--- src/rtl/cfg_stream_loader.sv ---
module cfg_stream_loader #(
  parameter int FRAME_BITS  = 8,
  parameter int FRAME_COUNT = 4,
  parameter int LEN_BITS    = 24,
  parameter int FAST_POS    = 1,
  parameter logic [3:0] CHECK = 4'b0110
) (
  input  logic                  clk,
  input  logic                  rst_n,
  input  logic                  din,
  input  logic                  express,
  output logic                  dout,
  output logic                  wr_en,
  output logic [((FRAME_COUNT>1)?$clog2(FRAME_COUNT):1)-1:0] wr_addr,
  output logic [FRAME_BITS-1:0] wr_data,
  output logic                  err,
  output logic                  done,
  output logic                  fast_clk
);
  localparam int AW   = (FRAME_COUNT > 1) ? $clog2(FRAME_COUNT) : 1;
  localparam int CW   = LEN_BITS + 2;
  localparam int MAXB = (LEN_BITS > FRAME_BITS) ? LEN_BITS : FRAME_BITS;
  localparam int BW   = $clog2(MAXB + 1);

  typedef enum logic [2:0] {S_IDLE, S_HDR, S_SYNC, S_DATA, S_CHK, S_PASS, S_ERR} state_t;

  state_t                state;
  logic [3:0]            pre_sr;
  logic [LEN_BITS-1:0]   len_q;
  logic [CW-1:0]         cnt_q;
  logic [BW-1:0]         bit_q;
  logic [AW-1:0]         frame_q;
  logic [FRAME_BITS-1:0] data_q;
  logic [2:0]            chk_q;
  logic [AW-1:0]         addr_q;
  logic                  fwd_q, wr_q, fast_q;

  wire pre_hit  = ({pre_sr[2:0], din} == 4'b0010);
  wire len_met  = (cnt_q >= ({2'b00, len_q} + CW'(4)));
  wire forward  = (state == S_IDLE) || (state == S_HDR) || (state == S_PASS);

  assign dout     = express ? (state == S_PASS) : fwd_q;
  assign done     = (state == S_PASS) && (express || len_met);
  assign err      = (state == S_ERR);
  assign wr_en    = wr_q;
  assign wr_addr  = addr_q;
  assign wr_data  = data_q;
  assign fast_clk = fast_q;

  always_ff @(posedge clk or negedge rst_n) begin
    if (!rst_n) begin
      state   <= S_IDLE;
      pre_sr  <= 4'hF;
      len_q   <= '0;
      cnt_q   <= '0;
      bit_q   <= '0;
      frame_q <= '0;
      data_q  <= '0;
      chk_q   <= '0;
      addr_q  <= '0;
      fwd_q   <= 1'b1;
      wr_q    <= 1'b0;
      fast_q  <= 1'b0;
    end else begin
      wr_q  <= 1'b0;
      fwd_q <= forward ? din : 1'b1;
      if (state != S_IDLE && cnt_q != '1) cnt_q <= cnt_q + CW'(1);
      case (state)
        S_IDLE: begin
          pre_sr <= {pre_sr[2:0], din};
          if (pre_hit) begin
            state <= S_HDR;
            bit_q <= '0;
            cnt_q <= CW'(4);
          end
        end
        S_HDR: begin
          len_q <= {len_q[LEN_BITS-2:0], din};
          bit_q <= bit_q + BW'(1);
          if (bit_q == BW'(LEN_BITS - 1)) state <= S_SYNC;
        end
        S_SYNC: begin
          if (!din) begin
            state <= S_DATA;
            bit_q <= '0;
          end
        end
        S_DATA: begin
          data_q <= {data_q[FRAME_BITS-2:0], din};
          if (frame_q == '0 && bit_q == BW'(FAST_POS)) fast_q <= din;
          bit_q <= bit_q + BW'(1);
          if (bit_q == BW'(FRAME_BITS - 1)) begin
            state <= S_CHK;
            bit_q <= '0;
          end
        end
        S_CHK: begin
          chk_q <= {chk_q[1:0], din};
          bit_q <= bit_q + BW'(1);
          if (bit_q == BW'(3)) begin
            if ({chk_q, din} == CHECK) begin
              wr_q   <= 1'b1;
              addr_q <= frame_q;
              if (frame_q == AW'(FRAME_COUNT - 1)) state <= S_PASS;
              else begin
                state   <= S_SYNC;
                frame_q <= frame_q + AW'(1);
              end
            end else begin
              state <= S_ERR;
            end
          end
        end
        default: ;
      endcase
    end
  end

  assert_err_sticky_R5: assert property (@(posedge clk) disable iff (!rst_n)
    err |=> err);
  assert_no_write_in_err_R5: assert property (@(posedge clk) disable iff (!rst_n)
    err |-> !wr_en);
  assert_write_single_R4: assert property (@(posedge clk) disable iff (!rst_n)
    wr_en |=> !wr_en);
  assert_serial_hold_R3: assert property (@(posedge clk) disable iff (!rst_n)
    (!express && (state == S_DATA || state == S_CHK)) |-> dout);
  assert_fast_frozen_R7: assert property (@(posedge clk) disable iff (!rst_n)
    (state != S_IDLE && state != S_HDR && state != S_DATA) |=> $stable(fast_clk));
endmodule

--- config.mk ---
export PLATFORM = sky130hd
export DESIGN_NAME = cfg_stream_loader
export DESIGN_NICKNAME = d
export VERILOG_FILES = /design/src/rtl/cfg_stream_loader.sv
export SDC_FILE = /design/constraint.sdc
export NUM_CORES = 1
export LEC_CHECK = 0
export BUFFER_PORTS_ARGS = -buffer_cell sky130_fd_sc_hd__buf_4
export CAP_MARGIN = 20
export CORE_MARGIN = 2
export CORE_UTILIZATION = 57
export DETAILED_ROUTE_END_ITERATION = 12
export PLACE_DENSITY_LB_ADDON = 0.25
export SLEW_MARGIN = 25
export SYNTH_ARGS = -nofsm -noshare
export SYNTH_HDL_FRONTEND = slang
export SYNTH_SLANG_ARGS = --single-unit
--- constraint.sdc ---
create_clock -name clk -period 3.8 [get_ports clk]
set_input_delay 0.38 -clock clk [delete_from_list [all_inputs] [get_ports clk]]
set_output_delay 0.38 -clock clk [all_outputs]
set_load 0.005 [all_outputs]
Word-level counts from Yosys, hierarchy flattened
Index checks and enable logic that the tools add are counted.
W data, S select, Z words.
{"block": "word_totals", "reg_bits": 79, "out_inout_bits": 15}
{"block": "op_classes", "addsub": 4, "order_cmp": 1, "n_eq_ne": 19, "muxes": 20, "bitwise": 1, "n_reduce_logical": 17}
{"op": "$mux W26", "count": 3}
{"op": "$add A26 B1 Y26 const B", "count": 1}
{"op": "$ge A26 B25 Y1", "count": 1}
{"op": "$ne A26 B26 Y1 const B", "count": 1}
{"op": "$add A24 B3 Y25 const B", "count": 1}
{"op": "$mux W3", "count": 7}
{"op": "$pmux W5 S4", "count": 1}
{"op": "$mux W5", "count": 3}
{"op": "$pmux W3 S5", "count": 1}
{"op": "$eq A3 B3 Y1 const B", "count": 3}
{"op": "$ne A2 B2 Y1 const B", "count": 4}
{"op": "$eq A3 B2 Y1 const B", "count": 2}
{"op": "$reduce_and A3 Y1", "count": 2}
{"op": "$reduce_and A6 Y1", "count": 1}
{"op": "$add A5 B1 Y5 const B", "count": 1}
{"op": "$eq A5 B1 Y1 const B", "count": 1}
{"op": "$eq A5 B2 Y1 const B", "count": 1}
{"op": "$eq A5 B3 Y1 const B", "count": 1}
{"op": "$eq A5 B5 Y1 const B", "count": 1}
{"op": "$mux W1", "count": 5}
{"op": "$reduce_bool A5 Y1", "count": 1}
{"op": "$eq A4 B2 Y1 const B", "count": 1}
{"op": "$eq A4 B3 Y1 const B", "count": 1}
{"op": "$reduce_and A4 Y1", "count": 1}
{"op": "13 further kinds", "count": 17}

Depth between registers and ports, before layout
{"block": "logic_depth", "ltp_word": 5, "depth_mapped": 12, "ltp_nobuf": 12}

Worst setup path after synthesis
Ideal clock, no wire load.
{"block": "synth_timing", "path_type": "register to output", "from": "reg len_q[4]", "to": "out done", "t_arrival_ns": 2.524, "required_ns": 3.420, "slack_ns": 0.896, "path_stages_with_launch": 11, "path_buffers": 0, "cell_sequence": "dfrtp_1 nand3_1 nor4_1 nand2_1 xor2_1 ha_1 and3_1 nand3_1 nor2_1 a2111oi_0 a21oi_1"}
{"block": "synth_via", "elab_chain_cells": 4}
{"item": "from (decl)", "line_no": "29", "text": "logic [LEN_BITS-1:0] len_q;"}
{"item": "from (signal assigned)", "line_no": "78", "text": "len_q <= {len_q[LEN_BITS-2:0], din};"}
{"item": "$add A24 B3 Y25", "line_no": "39", "text": "wire len_met = (cnt_q >= ({2'b00, len_q} + CW'(4)));"}
{"item": "$ge A26 B25 Y1", "line_no": "39"}
{"item": "$logic_or A1 B1 Y1", "line_no": "43", "text": "assign done = (state == S_PASS) && (express || len_met);"}
{"item": "$logic_and A1 B1 Y1", "line_no": "43"}
{"item": "to (decl)", "line_no": "17", "text": "output logic done,"}
Every way passes these cells.

Final worst setup path
{"block": "layout_timing", "from": "reg len_q[3]", "to": "out done"}
Same word-level chain as after synthesis.

==> summary.md <==
| Metric | Value |
|---|---|
| Worst rel slew slack | 53.3% |
| CP arrival | 3.17 ns |
| WL/cell | 15.3 um |
| Final nets | 511 |
| Router iterations before antenna repair | 4 |
| Iter 0 DRT Violations | 142 |
| Clock root cell | clkbuf_8 |
| # diodes | 0 |
| Die Y | 94.3 um |
| Pre-CTS setup slack | 0.349 ns |
| Total GRT Usage | 22.1% |
| Clock skew | 0.00832 ns |
| WS Path Type | reg2out |
| Clk network pwr share | 17.6% |
| First-pass GRT wire length | 15.4 mm |
| Sum Neg Setup Slack | 0 ns |
| Post-synth top area cell | dfrtp_1 |
| Power Dens Cells | 699 nW/um^2 |
| Port bufs | 18 |
| #FFs+latches synth | 79 |
| Synthesized Nets | 494 |
| GP Congestion | 0.880 |
| CTS H-Tree Depth | 3 |
| Startpoint types | flop |
| Period Utilization, post-route | 93.3% |
| Fin. max-slew vios | 0 |
| Post-route antenna net violation count | 0 |
| Most common flop cell mapped by yosys | dfrtp_1 |
| Yosys cell types | 48 |
| CP Data Required Time | 3.42 ns |
| Clk buf depth | 2 |
| Lkg Pwr | 2.22 nW |
| Max_cap viols | 0 |
| Combinational power share | 39.2% |
| Post-synth EDFFs | 0 |
| Unrepaired setup endpoints after global routing | false |
| Number of global-route vias before repair | 3191 |
| Num ports | 19 |
| Post-CTS Setup Inserts | 0 |
| Vias | 3396 |
| Final hold vios | 0 |
| Final setup fails | 0 |
| Crit path capture type | output port |
| Layout Area Growth over Synthesis | 9.53% |
| Initial antenna violation count | 0 |
| Number of buffers created by CTS | 9 |
| Seq/Total Area, Yosys | 42.7% |
| Area contributors post-synth | dfrtp_1 (40%), mux2_2 (9.0%), ha_1 (8.3%) |
| Syn. warnings | 0 |
| Asr flop ratio synth | 100% |
| Setup ws final | 0.254 ns |
| Clock Sinks | 79 |
| Worst-skew pair later-pin latency | 0.35 ns |
| Pin count of the biggest net entering global routing | 80 |
| Total Power | 3.56 mW |
| Core Box Area | 7810 um^2 |
| Crit path max fanout | 5 |
| CTS clk-pin slew, worst paths | 0.08 ns |
| Sw power | 1.39 mW |
| Die W | 94.3 um |
| DRC | 0 |
| Hold Buf Count CTS | 0 |
| Fraction of layout instances using a drive strength above 1 | 19.5% |
| Post-route minimum period | 3.55 ns |
| Most common cell after layout, fill and taps aside | dfrtp_1 |
| Initial Util | 59.5% |
| Most frequent cells in the layout | dfrtp_1 (74), nand2_1 (50), mux2_2 (37) |
| Worst min-delay path class | in2async |
| Peak supply drop | 0.324 mV |
| Outcome | finished clean |
| Die area | 8890 um^2 |
| Site Rows | 32 |
| Grt ovf | 0 |
| Max Clk Rate | 0.282 GHz |
| DR vias/cell | 5.83 |
| Post-Synthesis Cells | 459 |
| Yosys top cell area share | 40.4% |
| Internal Power | 2.17 mW |
| Post-DP HPWL | 6.42 mm |
| Switching Share | 38.9% |
| Seq pwr share | 43.1% |
| Total wire length | 8.94 mm |
| Worst-margin pin slew | 0.701 ns |
| CTS tree | built |
| Final design utilization | 65.2% |
| Mean post-synth cell area | 10.1 um^2 |
| Mapped Area | 4650 um^2 |
## layer usage
| layer | track usage [%] | up-vias | wire length, um |
|---|---|---|---|
| met4 | 8.82 | 0 | 245 |
| met5 | 0 | - | 0 |
| met3 | 4.09 | 15 | 388 |
| li1 | - | 1685 | - |
| met1 | 32.4 | 1610 | 4410 |
| met2 | 32.3 | 86 | 3890 |
## kinds of logic (layout without fill, tap and decap cells)
logic type,Yosys count,count (layout),synth area share (%)
buffers and inverters,28,50,2.59
AO/OA/AOI/OAI,70,70,9.59
multiplexers,42,42,10.0
AND/OR/NAND/NOR,171,171,19.6
flip-flops,79,79,42.7
XOR/XNOR,38,38,7.16
adder cells (fa/ha/maj),31,31,8.35
## Yosys cell counts (all sizes together), types with 9 or more instances
master / number
xor2: 12
o21ai: 17
a211oi: 11
nor3: 9
a21oi: 20
inv: 12
mux2: 37
nand3: 18
ha: 31
nand2: 50
xnor2: 26
dfrtp: 75
nor2: 33
nand4: 17
## cell type report
type                       instances  area [um^2]
multi-input combinational        352         2570
tap                              102          128
timing repair buffer              22          169
clock inverter                     6         70.1
fill                             619         2720
inverter                          12         45.0
clock buffer                      10          128
sequential                        79         1980
## per-stage QoR
| stage | cells | area (um^2) | hold WS [ns] |
|---|---|---|---|
| floorplan | 459 | 4650 | 0.0844 |
| global placement | 567 | 4860 | 0.443 |
| detailed placement | 567 | 4860 | 0.456 |
| CTS | 583 | 5070 | 0.224 |
| global route | 583 | 5090 | 0.105 |
| finish | 583 | 5090 | 0.0400 |
## repair_timing
| action | in CTS | in global routing |
|---|---|---|
| setup endpoints to repair | 1 | 1 |
| gates resized for setup | 1 | 4 |
| pin swaps | 0 | 1 |
## flip-flops by register name (all words and copies together), names as in the netlist, 2 cells and up
name	cells
bit_q	5
chk_q	3
cnt_q	26
frame_q	2
len_q	24
pre_sr	3
state	3
wr_addr	2
wr_data	8
## critical path: stages, from the launching register on
cell and delay (ns):
dfrtp_1 0.42, ha_1 0.26, nand2_1 0.13, nor4_4 0.22
and2_4 0.22, nand4_1 0.12, ha_1 0.35, a211o_1 0.27
a311oi_1 0.27, o21ai_0 0.16, o21ai_0 0.18, a21oi_1 0.07
buf_4 0.16
## path summary, 6_finish.rpt
| path | to | slack (ns) | from | cells past startpoint |
|---|---|---|---|---|
| min in group clk | pre_sr[0]$_DFFE_PN1N_ | 0.28 | din | 3 |
| max | done | 0.25 | len_q[3]$_DFFE_PN0P_ | 12 |
| max in group asynchronous | len_q[2]$_DFFE_PN0P_ | 3.24 | rst_n | 1 |
| min reg2reg | pre_sr[2]$_DFFE_PN1N_ | 0.46 | pre_sr[1]$_DFFE_PN1N_ | 2 |
| max reg2reg | cnt_q[6]$_DFF_PN0_ | 1.47 | cnt_q[8]$_DFF_PN0_ | 5 |
| min | wr_data[3]$_DFFE_PN0P_ | 0.04 | rst_n | 1 |
## power groups by stage
stage | Combinational, mW | Clock [mW] | Sequential, mW
4_1_cts | 1.39 | 0.640 | 1.52
3_5_place_dp | 1.39 | 0 | 1.54
3_3_place_gp | 1.33 | 0 | 1.52
5_1_grt | 1.58 | 0.679 | 1.59
2_1_floorplan | 1.11 | 0 | 1.41
6_report | 1.40 | 0.628 | 1.53
Note: power is estimated with default switching activity, not from simulation.
